## config.mk

```make
export PLATFORM = sky130hd
export DESIGN_NAME = clkstart_rst_seq
export DESIGN_NICKNAME = d
export VERILOG_FILES = /design/src/rtl/seq_pkg.sv /design/src/rtl/seq_timer.sv /design/src/rtl/seq_ctrl.sv /design/src/rtl/clkstart_rst_seq.sv
export SDC_FILE = /design/constraint.sdc
export NUM_CORES = 1
export LEC_CHECK = 0
export ABC_AREA = 1
export ABC_CLOCK_PERIOD_IN_PS = 2900
export BUFFER_PORTS_ARGS = -buffer_cell sky130_fd_sc_hd__clkbuf_2
export CAP_MARGIN = 5
export CORE_AREA = 2 2 63 65
export CTS_BUF_LIST = sky130_fd_sc_hd__clkbuf_4 sky130_fd_sc_hd__clkbuf_8
export CTS_CLUSTER_SIZE = 30
export DETAILED_ROUTE_END_ITERATION = 10
export DIE_AREA = 0 0 65 67
export GPL_TIMING_DRIVEN = 0
export PLACE_DENSITY_LB_ADDON = 0.15
export SYNTH_ARGS = -nofsm -noshare
export SYNTH_HDL_FRONTEND = slang
export SYNTH_SLANG_ARGS = --single-unit
```

## constraint.sdc

```tcl
create_clock -name clk -period 2.9 [get_ports clk]
set_clock_uncertainty 0.2 [all_clocks]
set_input_delay 0.145 -clock clk [delete_from_list [all_inputs] [get_ports clk]]
set_output_delay 0.145 -clock clk [all_outputs]
set_load 0.03 [all_outputs]
```

## src/rtl/seq_pkg.sv

```systemverilog
// Shared types for the clock-start reset sequencer.
// Assumes: nothing beyond the IEEE 1800-2017 package rules.
package seq_pkg;

    // Sequencer states: idle, wait for PLL lock, fast reset, core flush, error.
    typedef enum logic [2:0] {
        ST_IDLE    = 3'd0,
        ST_PLLWAIT = 3'd1,
        ST_FAST    = 3'd2,
        ST_FLUSH   = 3'd3,
        ST_ERR     = 3'd4
    } seq_state_t;

endpackage

```

## src/rtl/seq_timer.sv

```systemverilog
// Loadable down-counter shared by all timed stages of the sequencer.
// What it does: on load it takes load_val, otherwise it counts down to 0 and holds there.
// Assumes: the caller loads (length - 1), so a stage lasts 'length' cycles ending when zero is seen.
module seq_timer #(
    parameter int W = 8
) (
    input  logic         clk,
    input  logic         rst_n,
    input  logic         load,
    input  logic [W-1:0] load_val,
    output logic         zero
);

    logic [W-1:0] cnt;

    // Count register: load, decrement toward zero, or hold.
    always_ff @(posedge clk) begin
        if (!rst_n) begin
            cnt <= '0;
        end else if (load) begin
            cnt <= load_val;
        end else if (cnt != '0) begin
            cnt <= cnt - W'(1);
        end
    end

    // Zero flag used by the controller to end a stage.
    always_comb zero = (cnt == '0);

    AST_TMR_LOAD: assert property (@(posedge clk) disable iff (!rst_n)
        load |=> (cnt == $past(load_val)));
    AST_TMR_DOWN: assert property (@(posedge clk) disable iff (!rst_n)
        (!load && cnt != '0) |=> (cnt == $past(cnt) - W'(1)));

endmodule

```

## src/rtl/seq_ctrl.sv

```systemverilog
// Control FSM of the clock-start reset sequencer.
// What it does: accepts start/flush requests when idle or in error, steps through the
// PLL release, lock wait, fast reset and flush stages, and holds the PLL reset register.
// Assumes: the timer zero flag reflects the value loaded at stage entry; requests are pulses.
module seq_ctrl
    import seq_pkg::*;
#(
    parameter int LEN_W   = 8,
    parameter int DEF_LEN = 16,
    parameter int LOCK_TO = 64,
    parameter int TMR_W   = 8
) (
    input  logic             clk,
    input  logic             rst_n,
    input  logic             int_pll_sel,
    input  logic             pll_programmed,
    input  logic             pll_lock,
    input  logic             start_req,
    input  logic             flush_req,
    input  logic [LEN_W-1:0] fast_len,
    input  logic [LEN_W-1:0] flush_len,
    input  logic             tmr_zero,
    output logic             tmr_load,
    output logic [TMR_W-1:0] tmr_val,
    output logic             pll_rst,
    output logic             fast_rst,
    output logic             core_flush,
    output logic             busy,
    output logic             err,
    output logic             done
);

    seq_state_t       st, st_nx;
    logic             accept;
    logic             pll_release, pll_reassert, done_set;
    logic [TMR_W-1:0] fast_ld, flush_ld;

    // Effective stage lengths minus one: zero on the input selects the default.
    always_comb begin
        fast_ld  = (fast_len  == '0) ? TMR_W'(DEF_LEN - 1) : TMR_W'(fast_len)  - TMR_W'(1);
        flush_ld = (flush_len == '0) ? TMR_W'(DEF_LEN - 1) : TMR_W'(flush_len) - TMR_W'(1);
    end

    // Requests are only taken while no sequence is running.
    always_comb accept = (st == ST_IDLE) || (st == ST_ERR);

    // Next-state, timer load and PLL-reset control decode.
    always_comb begin
        st_nx        = st;
        tmr_load     = 1'b0;
        tmr_val      = '0;
        pll_release  = 1'b0;
        pll_reassert = 1'b0;
        done_set     = 1'b0;
        unique case (st)
            ST_IDLE, ST_ERR: begin
                if (start_req) begin
                    if (!int_pll_sel) begin
                        st_nx    = ST_FAST;
                        tmr_load = 1'b1;
                        tmr_val  = fast_ld;
                    end else if (pll_programmed) begin
                        st_nx       = ST_PLLWAIT;
                        tmr_load    = 1'b1;
                        tmr_val     = TMR_W'(LOCK_TO - 1);
                        pll_release = 1'b1;
                    end else begin
                        st_nx = ST_ERR;
                    end
                end else if (flush_req) begin
                    st_nx    = ST_FLUSH;
                    tmr_load = 1'b1;
                    tmr_val  = flush_ld;
                end
            end
            ST_PLLWAIT: begin
                if (pll_lock) begin
                    st_nx    = ST_FAST;
                    tmr_load = 1'b1;
                    tmr_val  = fast_ld;
                end else if (tmr_zero) begin
                    st_nx        = ST_ERR;
                    pll_reassert = 1'b1;
                end
            end
            ST_FAST: begin
                if (tmr_zero) begin
                    st_nx    = ST_FLUSH;
                    tmr_load = 1'b1;
                    tmr_val  = flush_ld;
                end
            end
            ST_FLUSH: begin
                if (tmr_zero) begin
                    st_nx    = ST_IDLE;
                    done_set = 1'b1;
                end
            end
            default: st_nx = ST_IDLE;
        endcase
    end

    // State register.
    always_ff @(posedge clk) begin
        if (!rst_n) st <= ST_IDLE;
        else        st <= st_nx;
    end

    // PLL reset register: held from reset, released on start, re-asserted on lock timeout.
    always_ff @(posedge clk) begin
        if (!rst_n)            pll_rst <= 1'b1;
        else if (pll_release)  pll_rst <= 1'b0;
        else if (pll_reassert) pll_rst <= 1'b1;
    end

    // Completion pulse register.
    always_ff @(posedge clk) begin
        if (!rst_n) done <= 1'b0;
        else        done <= done_set;
    end

    // Output decode from the state register.
    always_comb begin
        fast_rst   = (st == ST_FAST);
        core_flush = (st == ST_FLUSH);
        busy       = (st == ST_PLLWAIT) || (st == ST_FAST) || (st == ST_FLUSH);
        err        = (st == ST_ERR);
    end

    AST_FAST_AFTER_LOCK: assert property (@(posedge clk) disable iff (!rst_n)
        (st == ST_PLLWAIT && pll_lock) |=> (fast_rst && !pll_rst));
    AST_FLUSH_FOLLOWS_FAST: assert property (@(posedge clk) disable iff (!rst_n)
        $fell(fast_rst) |-> core_flush);
    AST_NO_RST_OVERLAP: assert property (@(posedge clk) disable iff (!rst_n)
        !(fast_rst && core_flush));
    AST_EXT_KEEPS_PLL: assert property (@(posedge clk) disable iff (!rst_n)
        (accept && start_req && !int_pll_sel) |=> (fast_rst && $stable(pll_rst)));
    AST_UNPROG_ERR: assert property (@(posedge clk) disable iff (!rst_n)
        (accept && start_req && int_pll_sel && !pll_programmed)
            |=> (err && !busy && $stable(pll_rst)));
    AST_FLUSH_ISLAND: assert property (@(posedge clk) disable iff (!rst_n)
        (accept && flush_req && !start_req)
            |=> (core_flush && !fast_rst && $stable(pll_rst)));
    AST_LOCK_TIMEOUT: assert property (@(posedge clk) disable iff (!rst_n)
        (st == ST_PLLWAIT && !pll_lock && tmr_zero) |=> (err && pll_rst));
    AST_BUSY_IGNORES: assert property (@(posedge clk) disable iff (!rst_n)
        (fast_rst && !tmr_zero && (start_req || flush_req)) |=> fast_rst);
    AST_DONE_PULSE: assert property (@(posedge clk) disable iff (!rst_n)
        done |=> !done);
    AST_DONE_IDLE: assert property (@(posedge clk) disable iff (!rst_n)
        done |-> (!busy && !err));
    AST_ERR_CLEARS: assert property (@(posedge clk) disable iff (!rst_n)
        (err && flush_req && !start_req) |=> !err);

endmodule

```

## src/rtl/clkstart_rst_seq.sv

```systemverilog
// Top of the clock-start reset sequencer.
// What it does: orders PLL release, lock wait, fast-domain reset and core flush after a
// clock-start request, and runs a core-only flush on a flush request.
// Assumes: DEF_LEN fits in LEN_W bits and is at least 1; LOCK_TO is at least 1.
module clkstart_rst_seq #(
    parameter int LEN_W   = 8,
    parameter int DEF_LEN = 16,
    parameter int LOCK_TO = 64
) (
    input  logic             clk,
    input  logic             rst_n,
    input  logic             int_pll_sel,
    input  logic             pll_programmed,
    input  logic             pll_lock,
    input  logic             start_req,
    input  logic             flush_req,
    input  logic [LEN_W-1:0] fast_len,
    input  logic [LEN_W-1:0] flush_len,
    output logic             pll_rst,
    output logic             fast_rst,
    output logic             core_flush,
    output logic             busy,
    output logic             err,
    output logic             done
);

    localparam int LOCK_W = $clog2(LOCK_TO + 1);
    localparam int TMR_W  = (LEN_W > LOCK_W) ? LEN_W : LOCK_W;

    logic             tmr_load, tmr_zero;
    logic [TMR_W-1:0] tmr_val;

    seq_timer #(.W(TMR_W)) u_timer (
        .clk      (clk),
        .rst_n    (rst_n),
        .load     (tmr_load),
        .load_val (tmr_val),
        .zero     (tmr_zero)
    );

    seq_ctrl #(
        .LEN_W   (LEN_W),
        .DEF_LEN (DEF_LEN),
        .LOCK_TO (LOCK_TO),
        .TMR_W   (TMR_W)
    ) u_ctrl (
        .clk            (clk),
        .rst_n          (rst_n),
        .int_pll_sel    (int_pll_sel),
        .pll_programmed (pll_programmed),
        .pll_lock       (pll_lock),
        .start_req      (start_req),
        .flush_req      (flush_req),
        .fast_len       (fast_len),
        .flush_len      (flush_len),
        .tmr_zero       (tmr_zero),
        .tmr_load       (tmr_load),
        .tmr_val        (tmr_val),
        .pll_rst        (pll_rst),
        .fast_rst       (fast_rst),
        .core_flush     (core_flush),
        .busy           (busy),
        .err            (err),
        .done           (done)
    );

endmodule

```

==> summary by stage <==
Clock network
The clock passes through at most 2 buffers. The clock transition at the registers of the reported paths is 0.06 ns. The number of CTS-inserted buffers is 3. The sink count of the clock tree is 13.

Clock tree synthesis selected as its root buffer the cell sky130_fd_sc_hd__clkbuf_8. The H-tree level count is 1. The total of cells resized after clock tree synthesis is 0. The insertion delay of the later-clocked pin in the worst-skew pair is 0.25 ns. Buffers added to address setup during post-CTS repair amount to 0.

The CTS tree is built.

Pwr
The areal power density over the cells is 802 mW/mm^2. Overall power consumption after layout is estimated at 1480 uW. In this run the static leakage power is 0.000984 uW. The peak supply drop is 0.604 mV.

Timing
The maximum operating frequency is 0.545 GHz. The post-route setup TNS is 0 ns. The routed design could run at a clock period as short as about 1.8 ns.

The tightest slew margin relative to the limit is between 70 and 80%. The slew of the pin with the lowest slew margin is 0.323 ns. The hold violation total from the final report is 0. Setup repair after global routing left no endpoint under its margin.

The post-route clock period utilization is 63.2%. The number of slew-limit violations in the final report was 0. The number of setup violations in the final report is 0. Setup slack closes at 1.07 ns.

Global routing
The pin count of the biggest net entering global routing is 10. The first global-routing pass estimated 6950 microns of wire. The global route total overflow is 0.

The initial antenna violation count came to 0. The via count of the first global-routing pass came to 1579. Global routing consumed, over all layers together, slightly above 20% of the routing resources.

Min path
The min-delay analysis places its worst path in the category input port to flip-flop.

Floorplan
The effective utilization at floorplan is a little over two fifths. The floorplan step set the die width to 65 microns. The die is ~67 microns tall.

29 I/O pins were placed. The die footprint is 0.00436 sq mm. The placement row count is 22. The placeable core region is 0.00361 sq mm.

Critical path
STA classifies the critical path endpoint as a flip-flop. The required arrival time at the worst endpoint is between 2 and 3 ns. The top fanout value on the critical path is 7. The critical path is of the flip-flop to flip-flop type. The critical path data arrival time is 1.77 ns. The kind of launch point of the worst setup path is a flip-flop.

Cells and area
The repair_antennas step left the layout with diodes totalling 0. For this run, the post-layout net count is between 300 and 400. The share of layout cells above drive strength 1 is 19.0%.

The area added between synthesis and finish is 16.4%. The finished layout holds between 300 and 400 standard cells, fillers aside. For this run, the share of the core covered by cells in the final layout is 51.1%.

Route
The number of iterations in the first detailed-routing pass is 4. The final route contains 1759 vias. The detailed-route wire length is 4010 microns. The via density per instance is 4.91.

The average wire per cell in the routed design is 11.2 microns. In the routed design, unresolved DRC markers number 0. After the first detailed-routing iteration, the DRC count stood at 66.

The residual antenna-violating net count after detailed routing is 0.

Logic synthesis
The register bit total from synthesis is 13. Summing every instance area after synthesis gives around 0.0016 sq mm. After synthesis, the cell types taking the most area are sky130_fd_sc_hd__nand2_1 17%, sky130_fd_sc_hd__dfxtp_1 16%, sky130_fd_sc_hd__nor2_1 11%, sky130_fd_sc_hd__inv_1 9.7%, sky130_fd_sc_hd__nand3_1 8.8%. The fraction of post-synthesis cell area in the top cell type by area is around 17%.

The cell taking the most area after synthesis is sky130_fd_sc_hd__nand2_1. After synthesis, flip-flops and latches occupy 16.4% of the total area. The post-synthesis cell type count is 32. The post-synthesis instance total is 277. The count of flip-flops with a built-in enable after synthesis is 0.

Of all flip-flops after synthesis, the portion carrying an async set or reset was 0%. The net count after synthesis is around 300. The average size of a mapped cell is 5.72 sq um. The count of synthesis-stage warnings from yosys is 0.

Among all flip-flop cells after synthesis, the most frequent one is sky130_fd_sc_hd__dfxtp_1.

Place
Routability-driven placement finished with a final weighted congestion of 0.879. The wire-length estimate of the detail-placed layout is 3260 microns. The number of port buffers is 28. The number of instances in the placed design is 353. The pre-CTS setup slack is 1.06 ns.

Job
Max-cap violations in this run came to 0.

Status
The run finished with clean final reports.
cell families (layout without fill, tap and decap cells):
| kind of cell | Yosys count | count (layout) | synth area share [%] |
|---|---|---|---|
| flops | 13 | 13 | 16.4 |
| buf+inv | 47 | 80 | 11.6 |
| fa+ha+maj | 5 | 5 | 3.95 |
| xor+xnor | 6 | 6 | 3.32 |
| compound gates | 30 | 30 | 10.9 |
| simple gates | 176 | 176 | 53.8 |
sequential cells by signal, indices dropped and copies added (netlist names):
register and flops:
u_ctrl.pll_rst 1, u_ctrl.st 3, u_ctrl.done 1, u_timer.cnt 8
synthesized netlist by cell type (4+ instances only):
cell type	n
sky130_fd_sc_hd__a21oi_1	6
sky130_fd_sc_hd__dfxtp_1	13
sky130_fd_sc_hd__ha_1	5
sky130_fd_sc_hd__inv_1	41
sky130_fd_sc_hd__inv_2	4
sky130_fd_sc_hd__nand2_1	70
sky130_fd_sc_hd__nand3_1	28
sky130_fd_sc_hd__nand4_1	10
sky130_fd_sc_hd__nor2_1	46
sky130_fd_sc_hd__nor2_4	6
sky130_fd_sc_hd__o21ai_0	11
sky130_fd_sc_hd__o21ai_1	5
sky130_fd_sc_hd__xor2_1	4
layer usage:
metal  track usage (%)  vias up  share of wire [%]
li1                  -      954                  -
met1              28.5      765                 51
met2              32.0       33                 43
met3              3.38        7                4.1
met4              4.52        0                1.3
met5                 0        -                  0
worst max-delay path: stages (launching register included):
cell and delay [ns]:
sky130_fd_sc_hd__dfxtp_1 0.32, sky130_fd_sc_hd__inv_1 0.12, sky130_fd_sc_hd__ha_1 0.16, sky130_fd_sc_hd__inv_1 0.03, sky130_fd_sc_hd__nor2_1 0.11, sky130_fd_sc_hd__nand2_2 0.13
sky130_fd_sc_hd__nor2_4 0.15, sky130_fd_sc_hd__inv_4 0.08, sky130_fd_sc_hd__nand2_8 0.09, sky130_fd_sc_hd__nand2_1 0.05, sky130_fd_sc_hd__nor2_1 0.10, sky130_fd_sc_hd__nand2_1 0.08
sky130_fd_sc_hd__nand3_1 0.07, sky130_fd_sc_hd__nor2_1 0.04
final timing paths:
kind / startpoint / to / slack, ns / cells after the start
setup / recovery: u_timer.cnt[0] / u_timer.cnt[4] / 1.07 / 13
hold / removal: pll_programmed / u_ctrl.pll_rst / 0.08 / 4
setup reg to reg: u_timer.cnt[0] / u_timer.cnt[4] / 1.07 / 13
hold reg to reg: u_ctrl.pll_rst / u_ctrl.pll_rst / 0.31 / 2
cell type report:
cell class,count,area (sq um)
clock buffers,4,48.8
inverters,47,184
flip-flops and latches,13,260
well taps,48,60.1
fillers,406,1760
repair buffers,29,150
multi-input cells,217,1140
stage by stage:
step           hold WS, ns  cell area (sq um)
2_1_floorplan       0.0140               1580
3_3_place_gp         0.192               1780
5_1_grt              0.105               1840
4_1_cts             0.0875               1840
6_report            0.0845               1840
3_5_place_dp         0.194               1780
layout by cell type (no fill, tap or decap), types with 2 or more instances in the layout:
cell type	count
sky130_fd_sc_hd__nand2_1	70
sky130_fd_sc_hd__nor2_1	46
sky130_fd_sc_hd__inv_1	41
sky130_fd_sc_hd__nand3_1	28
sky130_fd_sc_hd__clkbuf_2	28
sky130_fd_sc_hd__dfxtp_1	13
sky130_fd_sc_hd__o21ai_0	11
sky130_fd_sc_hd__nand4_1	10
sky130_fd_sc_hd__nor2_4	6
sky130_fd_sc_hd__a21oi_1	6
sky130_fd_sc_hd__o21ai_1	5
sky130_fd_sc_hd__ha_1	5
sky130_fd_sc_hd__inv_2	4
sky130_fd_sc_hd__xor2_1	4
sky130_fd_sc_hd__nand2_2	3
sky130_fd_sc_hd__o211ai_1	3
sky130_fd_sc_hd__clkbuf_8	3
sky130_fd_sc_hd__nor3_1	2
sky130_fd_sc_hd__nor2_2	2
sky130_fd_sc_hd__a21oi_2	2
sky130_fd_sc_hd__or2_2	2
sky130_fd_sc_hd__xnor2_1	2
power by group:
group / total (uW) / leakage [uW] / internal, uW / switching, uW
Clock: 175 / 0.0000262 / 107 / 68.1
Sequential: 305 / 0.000108 / 246 / 58.9
Combinational: 998 / 0.000850 / 351 / 648
what timing repair did:
| item | in CTS | in global routing |
|---|---|---|
| endpoints found under the hold margin | 2 | 0 |
| hold buffers | 1 | 0 |
| setup endpoints to repair | 0 | 0 |
(Power assumes the default switching activity.)
